**src/rtl/stim_pkt_pkg.sv**
```systemverilog
package stim_pkt_pkg;

  localparam int PKT_W    = 16;
  localparam int CODE_W   = 5;
  localparam int PARAM_W  = 3 + CODE_W;

  // Window positions whose decoding the stimulus controls depend on.
  localparam int POS_SEL_A = 5;
  localparam int POS_SEL_B = 6;
  localparam int POS_LVL0  = 7;
  localparam int POS_LVL1  = 9;
  localparam int POS_LVL2  = 10;
  localparam int POS_LVL3  = 11;
  localparam int POS_LVL4  = 13;
  localparam int POS_PHASE = 14;
  localparam int POS_PAR   = 15;

  localparam logic [PKT_W-1:0] HDR_MASK = 16'h000F;
  localparam logic [PKT_W-1:0] SPC_MASK = 16'h1110;
  localparam logic [PKT_W-1:0] PAR_MASK = 16'h6EE0;

  typedef struct packed {
    logic              sel_a;
    logic              sel_b;
    logic [CODE_W-1:0] level;
    logic              phase;
  } stim_params_t;

endpackage

```
**src/rtl/pkt_shifter.sv**
```systemverilog
module pkt_shifter #(
  parameter int W = 16
) (
  input  logic         clk,
  input  logic         rst_n,
  input  logic         shift_en,
  input  logic         bit_in,
  input  logic         clr,
  output logic [W-1:0] win
);

  logic [W-1:0] win_q;
  logic [W-1:0] win_d;

  // Next state: a clear wins over the old contents but keeps a bit
  // arriving in the same cycle as the newest entry.
  always_comb begin
    win_d = win_q;
    if (clr) begin
      win_d = '0;
      if (shift_en) win_d[W-1] = bit_in;
    end else if (shift_en) begin
      win_d = {bit_in, win_q[W-1:1]};
    end
  end

  always_ff @(posedge clk or negedge rst_n) begin
    if (!rst_n) win_q <= '0;
    else        win_q <= win_d;
  end

  assign win = win_q;

  // window empty after a clear with no concurrent bit
  a_r8_clear_empties: assert property (@(posedge clk) disable iff (!rst_n)
    clr && !shift_en |=> win_q == '0);

  // a bit coincident with a clear survives alone at the top
  a_r8_clear_keeps_bit: assert property (@(posedge clk) disable iff (!rst_n)
    clr && shift_en |=> win_q[W-1] == $past(bit_in) && win_q[W-2:0] == '0);

  // shifting moves older bits toward position 0
  a_r1_shift_order: assert property (@(posedge clk) disable iff (!rst_n)
    shift_en && !clr |=> win_q[W-2:0] == $past(win_q[W-1:1]));

  // window holds when idle
  a_r1_idle_hold: assert property (@(posedge clk) disable iff (!rst_n)
    !shift_en && !clr |=> $stable(win_q));

endmodule

```
**src/rtl/pkt_checker.sv**
```systemverilog
module pkt_checker
  import stim_pkt_pkg::*;
(
  input  logic [PKT_W-1:0] win,
  output logic             accept,
  output stim_params_t     params
);

  logic [PKT_W-1:0] hdr_v;
  logic [PKT_W-1:0] spc_v;
  logic [PKT_W-1:0] par_v;

  for (genvar i = 0; i < PKT_W; i++) begin : g_pos
    if (HDR_MASK[i]) begin : g_hdr
      assign hdr_v[i] = win[i];
    end else begin : g_nohdr
      assign hdr_v[i] = 1'b1;
    end
    if (SPC_MASK[i]) begin : g_spc
      assign spc_v[i] = ~win[i];
    end else begin : g_nospc
      assign spc_v[i] = 1'b1;
    end
    if (PAR_MASK[i]) begin : g_par
      assign par_v[i] = win[i];
    end else begin : g_nopar
      assign par_v[i] = 1'b0;
    end
  end

  logic hdr_ok;
  logic spc_ok;
  logic par_ok;

  always_comb begin
    hdr_ok = &hdr_v;
    spc_ok = &spc_v;
    par_ok = (^par_v) == win[POS_PAR];
    accept = hdr_ok && spc_ok && par_ok;
  end

  always_comb begin
    params.sel_a    = win[POS_SEL_A];
    params.sel_b    = win[POS_SEL_B];
    params.level[0] = win[POS_LVL0];
    params.level[1] = win[POS_LVL1];
    params.level[2] = win[POS_LVL2];
    params.level[3] = win[POS_LVL3];
    params.level[4] = win[POS_LVL4];
    params.phase    = win[POS_PHASE];
  end

endmodule

```
**src/rtl/param_hold.sv**
```systemverilog
module param_hold
  import stim_pkt_pkg::*;
(
  input  logic         clk,
  input  logic         rst_n,
  input  logic         load_en,
  input  stim_params_t params_in,
  output stim_params_t params_out,
  output logic         trig
);

  stim_params_t par_q, par_d;
  logic         loaded_q, loaded_d;
  logic         trig_q, trig_d;

  always_comb begin
    par_d    = load_en ? params_in : par_q;
    loaded_d = load_en;
    trig_d   = loaded_q;
  end

  always_ff @(posedge clk or negedge rst_n) begin
    if (!rst_n) begin
      par_q    <= '0;
      loaded_q <= 1'b0;
      trig_q   <= 1'b0;
    end else begin
      par_q    <= par_d;
      loaded_q <= loaded_d;
      trig_q   <= trig_d;
    end
  end

  assign params_out = par_q;
  assign trig       = trig_q;

  // trigger lasts a single cycle
  a_r6_trig_single: assert property (@(posedge clk) disable iff (!rst_n)
    trig_q |=> !trig_q);

  // trigger comes two edges after the load request
  a_r6_trig_after_load: assert property (@(posedge clk) disable iff (!rst_n)
    $rose(trig_q) |-> $past(load_en, 2));

  // held parameters move only on a load
  a_r7_hold_stable: assert property (@(posedge clk) disable iff (!rst_n)
    !load_en |=> $stable(par_q));

endmodule

```
**src/rtl/stim_pkt_latch.sv**
```systemverilog
module stim_pkt_latch
  import stim_pkt_pkg::*;
(
  input  logic              clk,
  input  logic              rst_n,
  input  logic              bit_vld,
  input  logic              bit_in,
  output logic              sel_a,
  output logic              sel_a_n,
  output logic              sel_b,
  output logic              sel_b_n,
  output logic [CODE_W-1:0] level,
  output logic              phase,
  output logic              stim_trig
);

  logic [PKT_W-1:0] win;
  logic             accept;
  stim_params_t     cand;
  stim_params_t     held;

  pkt_shifter #(.W(PKT_W)) u_shift (
    .clk      (clk),
    .rst_n    (rst_n),
    .shift_en (bit_vld),
    .bit_in   (bit_in),
    .clr      (accept),
    .win      (win)
  );

  pkt_checker u_check (
    .win    (win),
    .accept (accept),
    .params (cand)
  );

  param_hold u_hold (
    .clk        (clk),
    .rst_n      (rst_n),
    .load_en    (accept),
    .params_in  (cand),
    .params_out (held),
    .trig       (stim_trig)
  );

  assign sel_a   = held.sel_a;
  assign sel_b   = held.sel_b;
  assign sel_a_n = ~held.sel_a;
  assign sel_b_n = ~held.sel_b;
  assign level   = held.level;
  assign phase   = held.phase;

  // a cleared window cannot be accepted again on the next cycle
  a_r8_no_repeat: assert property (@(posedge clk) disable iff (!rst_n)
    accept |=> !accept);

  // an accepted window always carries the header
  a_r2_header_seen: assert property (@(posedge clk) disable iff (!rst_n)
    accept |-> win[3:0] == 4'hF);

  // an accepted window always carries clear spacers
  a_r3_spacers_seen: assert property (@(posedge clk) disable iff (!rst_n)
    accept |-> !win[4] && !win[8] && !win[12]);

endmodule

```
**config.mk**
```make
export PLATFORM = sky130hd
export DESIGN_NAME = stim_pkt_latch
export DESIGN_NICKNAME = d
export VERILOG_FILES = /design/src/rtl/stim_pkt_pkg.sv /design/src/rtl/pkt_shifter.sv /design/src/rtl/pkt_checker.sv /design/src/rtl/param_hold.sv /design/src/rtl/stim_pkt_latch.sv
export SDC_FILE = /design/constraint.sdc
export NUM_CORES = 1
export LEC_CHECK = 0
export ABC_AREA = 1
export CORE_UTILIZATION = 55
export DETAILED_ROUTE_END_ITERATION = 16
export PLACE_DENSITY = 0.79
export SLEW_MARGIN = 20
export SYNTH_ARGS = -nofsm -noshare
export SYNTH_HDL_FRONTEND = slang
export SYNTH_HIERARCHICAL = 1
export SYNTH_SLANG_ARGS = --single-unit
```
**constraint.sdc**
```tcl
create_clock -name clk -period 3.26 [get_ports clk]
set_input_delay 0.326 -clock clk [delete_from_list [all_inputs] [get_ports clk]]
set_output_delay 0.326 -clock clk [all_outputs]
set_load 0.05 [all_outputs]
```
==> results.yml, run 1 <==
setup_path:
  crit_fanout: 9
  cp.required_ns: 3.48
  regToRegStartpoint: "u_shift/win[11]"
  r2r-end: "u_hold/params_out[0]"
  cpMaxStageDelayCell: "dfrtp_1"
  critPathCaptureType: "flip-flop"
  path_common_cell: "nand2_1"
  worst-setup-path-type: "flip-flop to flip-flop"
  worstPathArrival_ns: 2.16
  path_cells: "inv_1 -> nand2_2 -> nand2_2 -> nand2_2 -> nand2_1 -> nand2_1 -> nand2_1 -> nand2_1 -> nand2_1 -> nor2_1 -> buf_4 -> inv_2 -> nand2_1 -> nand2_1"
  cp-start-kind: "flip-flop"
  critPathLaunch: "u_shift/win[11]"
  cp_slowest_stage_delay_ns: 0.45
  rrSetupSlack_ns: 1.32
  worstRegToRegCells: 14
worst_hold_path:
  min_to: "u_hold/trig"
  hold_class: "flip-flop to flip-flop"
  worstHoldStart: "u_hold/loaded_q"
  hold_path_depth: 0
global_route:
  grt_max_degree: 27
  grt_pass1_wl_mm: 3.60
  track_usage_pct: 19.6
  antenna_found_initial: 0
  grt_pass1_vias: 840
  grt_overflow: 0
timing:
  finalSetupViolCount: 0
  slew_headroom_pct: 50.7
  final-hold-violation-count: 0
  finClkSkew_ns: 0.00680
  drv_slew: 0
  holdWs_ns: 0.390
  fmax_ghz: 0.515
  rsz0062_at_grt: "no"
  fin_crit_ns: 1.94
  fin_setup_tns_ns: 0
  tightestPinTransition_ns: 0.738
  min_period_over_period_pct: 59.5
job:
  drv_cap: 0
power:
  seqPwrFrac_pct: 54.9
  intPower_uw: 519
  combPwrFrac_pct: 14.2
  p_clk_share_pct: 30.9
  powerDensity_nw_per_um2: 514
  p_leak_nw: 0.714
  p_sw_uw: 181
  swShare_pct: 25.8
  power_uw: 700
  ir_drop_mv: 0.347
drt:
  drt_iter0_markers: 12
  via_count: 868
  drt_pre_antenna_iters: 6
  drcViolationCount: 0
  via_per_inst: 4.96
  wl_mm: 2.01
  routedWlPerCell_um: 11.5
  drtAntennaViolNets: 0
synthesis:
  synthDistinctLibCells: 17
  netlist_instances: 141
  yosys.area.top_type: "dfrtp_1"
  synth_warnings: 6
  synth-seq-cells: 26
  yosysSeqAreaShare_pct: 52.4
  synth.top_cells.by_area: "dfrtp_1 52%, nand2_1 19%, nand3_1 6.0%"
  synth_nets: 145
  synth_top_cell_area_share_pct: 52.4
  netlist_area_um2: 1240
  synth.avg_cell_area_um2: 8.81
cts:
  postCtsResizedCells: 0
  path_clk_slew_ns: 0.14
  clockBufferDepth: 2
  insertion_delay_ns: 0.31
  cts.sinks: 26
  cts_buffers: 3
  ctsHtreeMaxLevel: 1
  cts_root_buf: "clkbuf_4"
  cts_tree: "done"
floorplan:
  ios: 15
  fp.dieW_um: 49.5
  row_count: 16
  initial_core_util_pct: 60.8
  core_region_area_um2: 2040
  die-area_um2: 2450
  dieHeight_um: 49.5
placed_design:
  globalplace.congestion: 0.745
  port_buffers: 14
  post-dp-hpwl_mm: 1.43
finish:
  drive_gt1_share_pct: 11.5
  area_delta_synth_final_pct: 9.67
  n_antenna_cell: 0
  nNetsFinal: 153
run_status:
  outcome: "complete, no violations"
## critical path: cells and delay by family (launching register included)
family,cells,cell delay (ns)
and+or+nand+nor,11,0.97
DFF,1,0.45
buffers and inverters,3,0.43
## power groups by stage
stage	registers (mW)	clock network (mW)	logic [mW]
2_1_floorplan	0.383	0	0.100
3_3_place_gp	0.389	0	0.0951
3_5_place_dp	0.391	0	0.100
4_1_cts	0.384	0.225	0.102
5_1_grt	0.389	0.235	0.116
6_report	0.385	0.216	0.0995
## synth_stat cells (all sizes together)
cell and count:
nand4 1, nor4 1, nand2 67, clkbuf 1
nand3 17, buf 12, nor2 3, inv 8
dfrtp 26, nand2b 2, xnor2 3
## placed cells by master, fill, tap and decap left out
cell type	instances
nand4_1	1
xnor2_2	1
nand3_1	15
dlygate4sd3_1	1
nand2b_1	2
clkbuf_4	3
nor4_1	1
inv_1	5
inv_2	3
nor2_8	1
nor2_1	2
dfrtp_1	26
clkdlybuf4s50_1	13
xnor2_1	2
buf_2	1
nand3_2	2
nand2_1	63
nand2_2	4
buf_4	1
bufinv_16	1
## how the worst max path moves through the flow
stage	end	slack, ns
final	u_hold/params_out[0]	1.32
after global routing	u_hold/params_out[0]	1.10
after global placement	u_hold/params_out[0]	1.36
after CTS	u_hold/params_out[0]	1.31
after detailed placement	u_hold/params_out[3]	1.34
after floorplan	u_shift/win[5]	1.51
## state kept, by name, indices dropped and copies added (netlist names)
| name | count |
|---|---|
| u_hold/trig | 1 |
| u_shift/win | 16 |
| u_hold/loaded_q | 1 |
| u_hold/params_out | 8 |
## metrics by stage
stage / utilization [%] / cell area [µm²] / worst slack, ns / std cells
2_1_floorplan: - / 1240 / 1.51 / 141
3_3_place_gp: 63.9 / 1310 / 1.36 / 170
3_5_place_dp: 63.7 / 1300 / 1.34 / 170
4_1_cts: 66.7 / 1360 / 1.31 / 175
5_1_grt: 66.7 / 1360 / 1.10 / 175
6_report: 66.7 / 1360 / 1.32 / 175
## kinds of logic (layout without fill, tap and decap cells)
logic type | count (synthesis) | in the layout | synth area share (%)
and+or+nand+nor | 91 | 91 | 32.9
DFF | 26 | 26 | 52.4
xor gates and xnor gates | 3 | 3 | 2.72
buffers and inverters | 21 | 28 | 12.0
## layout make-up
class | count | area, µm²
clock buffers | 3 | 22.5
clock inverters | 1 | 30.0
fillers | 177 | 679
inverters | 8 | 30.0
multi-input cells | 94 | 443
flip-flops and latches | 26 | 651
well taps | 27 | 33.8
repair buffers | 16 | 153
## layer usage
metal / part of all wire, % / vias to the layer above / global-route usage (%)
li1: - / 447 / -
met1: 46 / 402 / 24.3
met2: 51 / 17 / 34.5
met3: 2.8 / 2 / 2.78
met4: 0.60 / 0 / 7.14
met5: 0 / - / 0
## timing repair
item	in CTS	in global routing
hold endpoints to repair	26	0
hold buffers	1	0
buffers inserted	0	0
Power figures use the tool's default switching activity.
==> run 2: changes to the inputs <==
Settings changed: CORE_UTILIZATION 55 to 54, PLACE_DENSITY 0.79 to 0.78.
Clock period 3.26 ns to 1.92 ns, I/O delays scaled along.
==> results.yml, run 2 (synthesis results as in run 1) <==
timing:
  fmax_ghz: 0.559
  layout_setup_ws_ns: 0.132
  fin_crit_ns: 1.79
  final-hold-violation-count: 0
  holdWs_ns: 0.213
  fin_setup_tns_ns: 0
  tightestPinTransition_ns: 0.529
  slew_headroom_pct: 64.6
  drv_slew: 0
  finClkSkew_ns: 0.00718
  finalSetupViolCount: 0
  rsz0062_at_grt: "no"
  min_period_over_period_pct: 93.1
power:
  p_leak_nw: 0.708
  p_clk_share_pct: 21.3
  intPower_uw: 748
  seqPwrFrac_pct: 62.2
  power_mw: 1.06
  ir_drop_mv: 0.455
  combPwrFrac_pct: 16.5
  p_sw_uw: 309
  powerDensity_nw_per_um2: 781
  swShare_pct: 29.3
worst_hold_path:
  hold_class: "primary input to asynchronous set/reset pin"
placed_design:
  port_buffers: 14
  place_inst: 174
  post-dp-hpwl_mm: 1.50
  placed_cell_area_um2: 1330
  globalplace.congestion: 0.757
  pre_cts_slack_ns: 0.182
finish:
  n_antenna_cell: 0
  stdcell_area_um2: 1350
  largest_reg_flops: 16
  stdcell_count: 177
  final_cell_mix: "63 x nand2_1, 24 x dfrtp_1, 15 x nand3_1"
  fin_util_pct: 61.8
  area_delta_synth_final_pct: 8.96
  drive_gt1_share_pct: 13.4
  nNetsFinal: 155
  final_common_cell: "nand2_1"
drt:
  drt_pre_antenna_iters: 4
  via_per_inst: 4.99
  routedWlPerCell_um: 11.8
  wl_mm: 2.09
  drtAntennaViolNets: 0
  via_count: 884
  drt_iter0_markers: 19
  drcViolationCount: 0
setup_path:
  r2r-end: "u_hold/params_out[1]"
  critPathLaunch: "u_hold/params_out[7]"
  cp.required_ns: 1.73
  worstPathArrival_ns: 1.60
  worst-setup-path-type: "flip-flop to output pin"
  critPathCaptureType: "output pin"
  rrSetupSlack_ns: 0.18
  regToRegStartpoint: "u_shift/win[5]"
  cp-start-kind: "flip-flop"
  crit_fanout: 3
  worstRegToRegCells: 13
job:
  drv_cap: 0
floorplan:
  die-area_um2: 2500
  row_count: 17
  dieHeight_um: 50.0
  core_region_area_um2: 2190
  initial_core_util_pct: 56.7
  fp.dieW_um: 50.0
  ios: 15
cts:
  insertion_delay_ns: 0.32
  cts.hold.buffers_added: 0
  ctsHtreeMaxLevel: 1
  post-cts-setup-buffers: 0
  cts.sinks: 26
  cts_buffers: 3
  clockBufferDepth: 2
  path_clk_slew_ns: 0.13
  cts_tree: "done"
  cts_root_buf: "clkbuf_4"
  postCtsResizedCells: 0
global_route:
  antenna_found_initial: 0
  grt_pass1_wl_mm: 3.79
  track_usage_pct: 21.0
  grt_overflow: 0
  grt_max_degree: 27
  grt_pass1_vias: 878
run_status:
  outcome: "complete, no violations"
run 2: cell count changes in the layout (fill, tap and decap cells not counted):
cell	change
dfrtp_1	-2
buf_2	-1
bufinv_16	-1
clkdlybuf4s50_1	+1
buf_4	+3
dlygate4sd3_1	-1
dfrtp_2	+2
run 2: cell type report:
class / count / area (µm²)
clock buffer: 3 / 22.5
fill: 185 / 837
inverter: 8 / 30.0
multi-input combinational: 94 / 443
sequential: 26 / 653
tap: 28 / 35.0
timing repair buffer: 18 / 170
run 2: how the worst max path moves through the flow:
stage	to	slack, ns
3_5_place_dp	u_hold/params_out[3]	0.18
3_3_place_gp	u_hold/params_out[2]	0.29
5_1_grt	u_hold/params_out[3]	0.02
4_1_cts	sel_a_n	0.11
2_1_floorplan	u_shift/win[5]	0.17
6_report	sel_a_n	0.13
run 2: routing by layer:
layer	global-route usage [%]	up-vias	share of wire (%)
li1	-	444	-
met1	24.9	416	46
met2	35.6	20	50
met3	4.01	4	3.1
met4	11.4	0	1.7
met5	0	-	0
run 2: power by group through the flow:
stage	Sequential (mW)	Combinational, mW	Clock (mW)
global placement	0.665	0.163	0
global route	0.665	0.202	0.252
detailed placement	0.667	0.175	0
finish	0.658	0.174	0.226
floorplan	0.651	0.170	0
CTS	0.656	0.176	0.236
run 2: critical path, stage by stage (launching register included):
cell	delay, ns
dfrtp_1	0.42
inv_1	0.06
clkdlybuf4s50_1	0.79
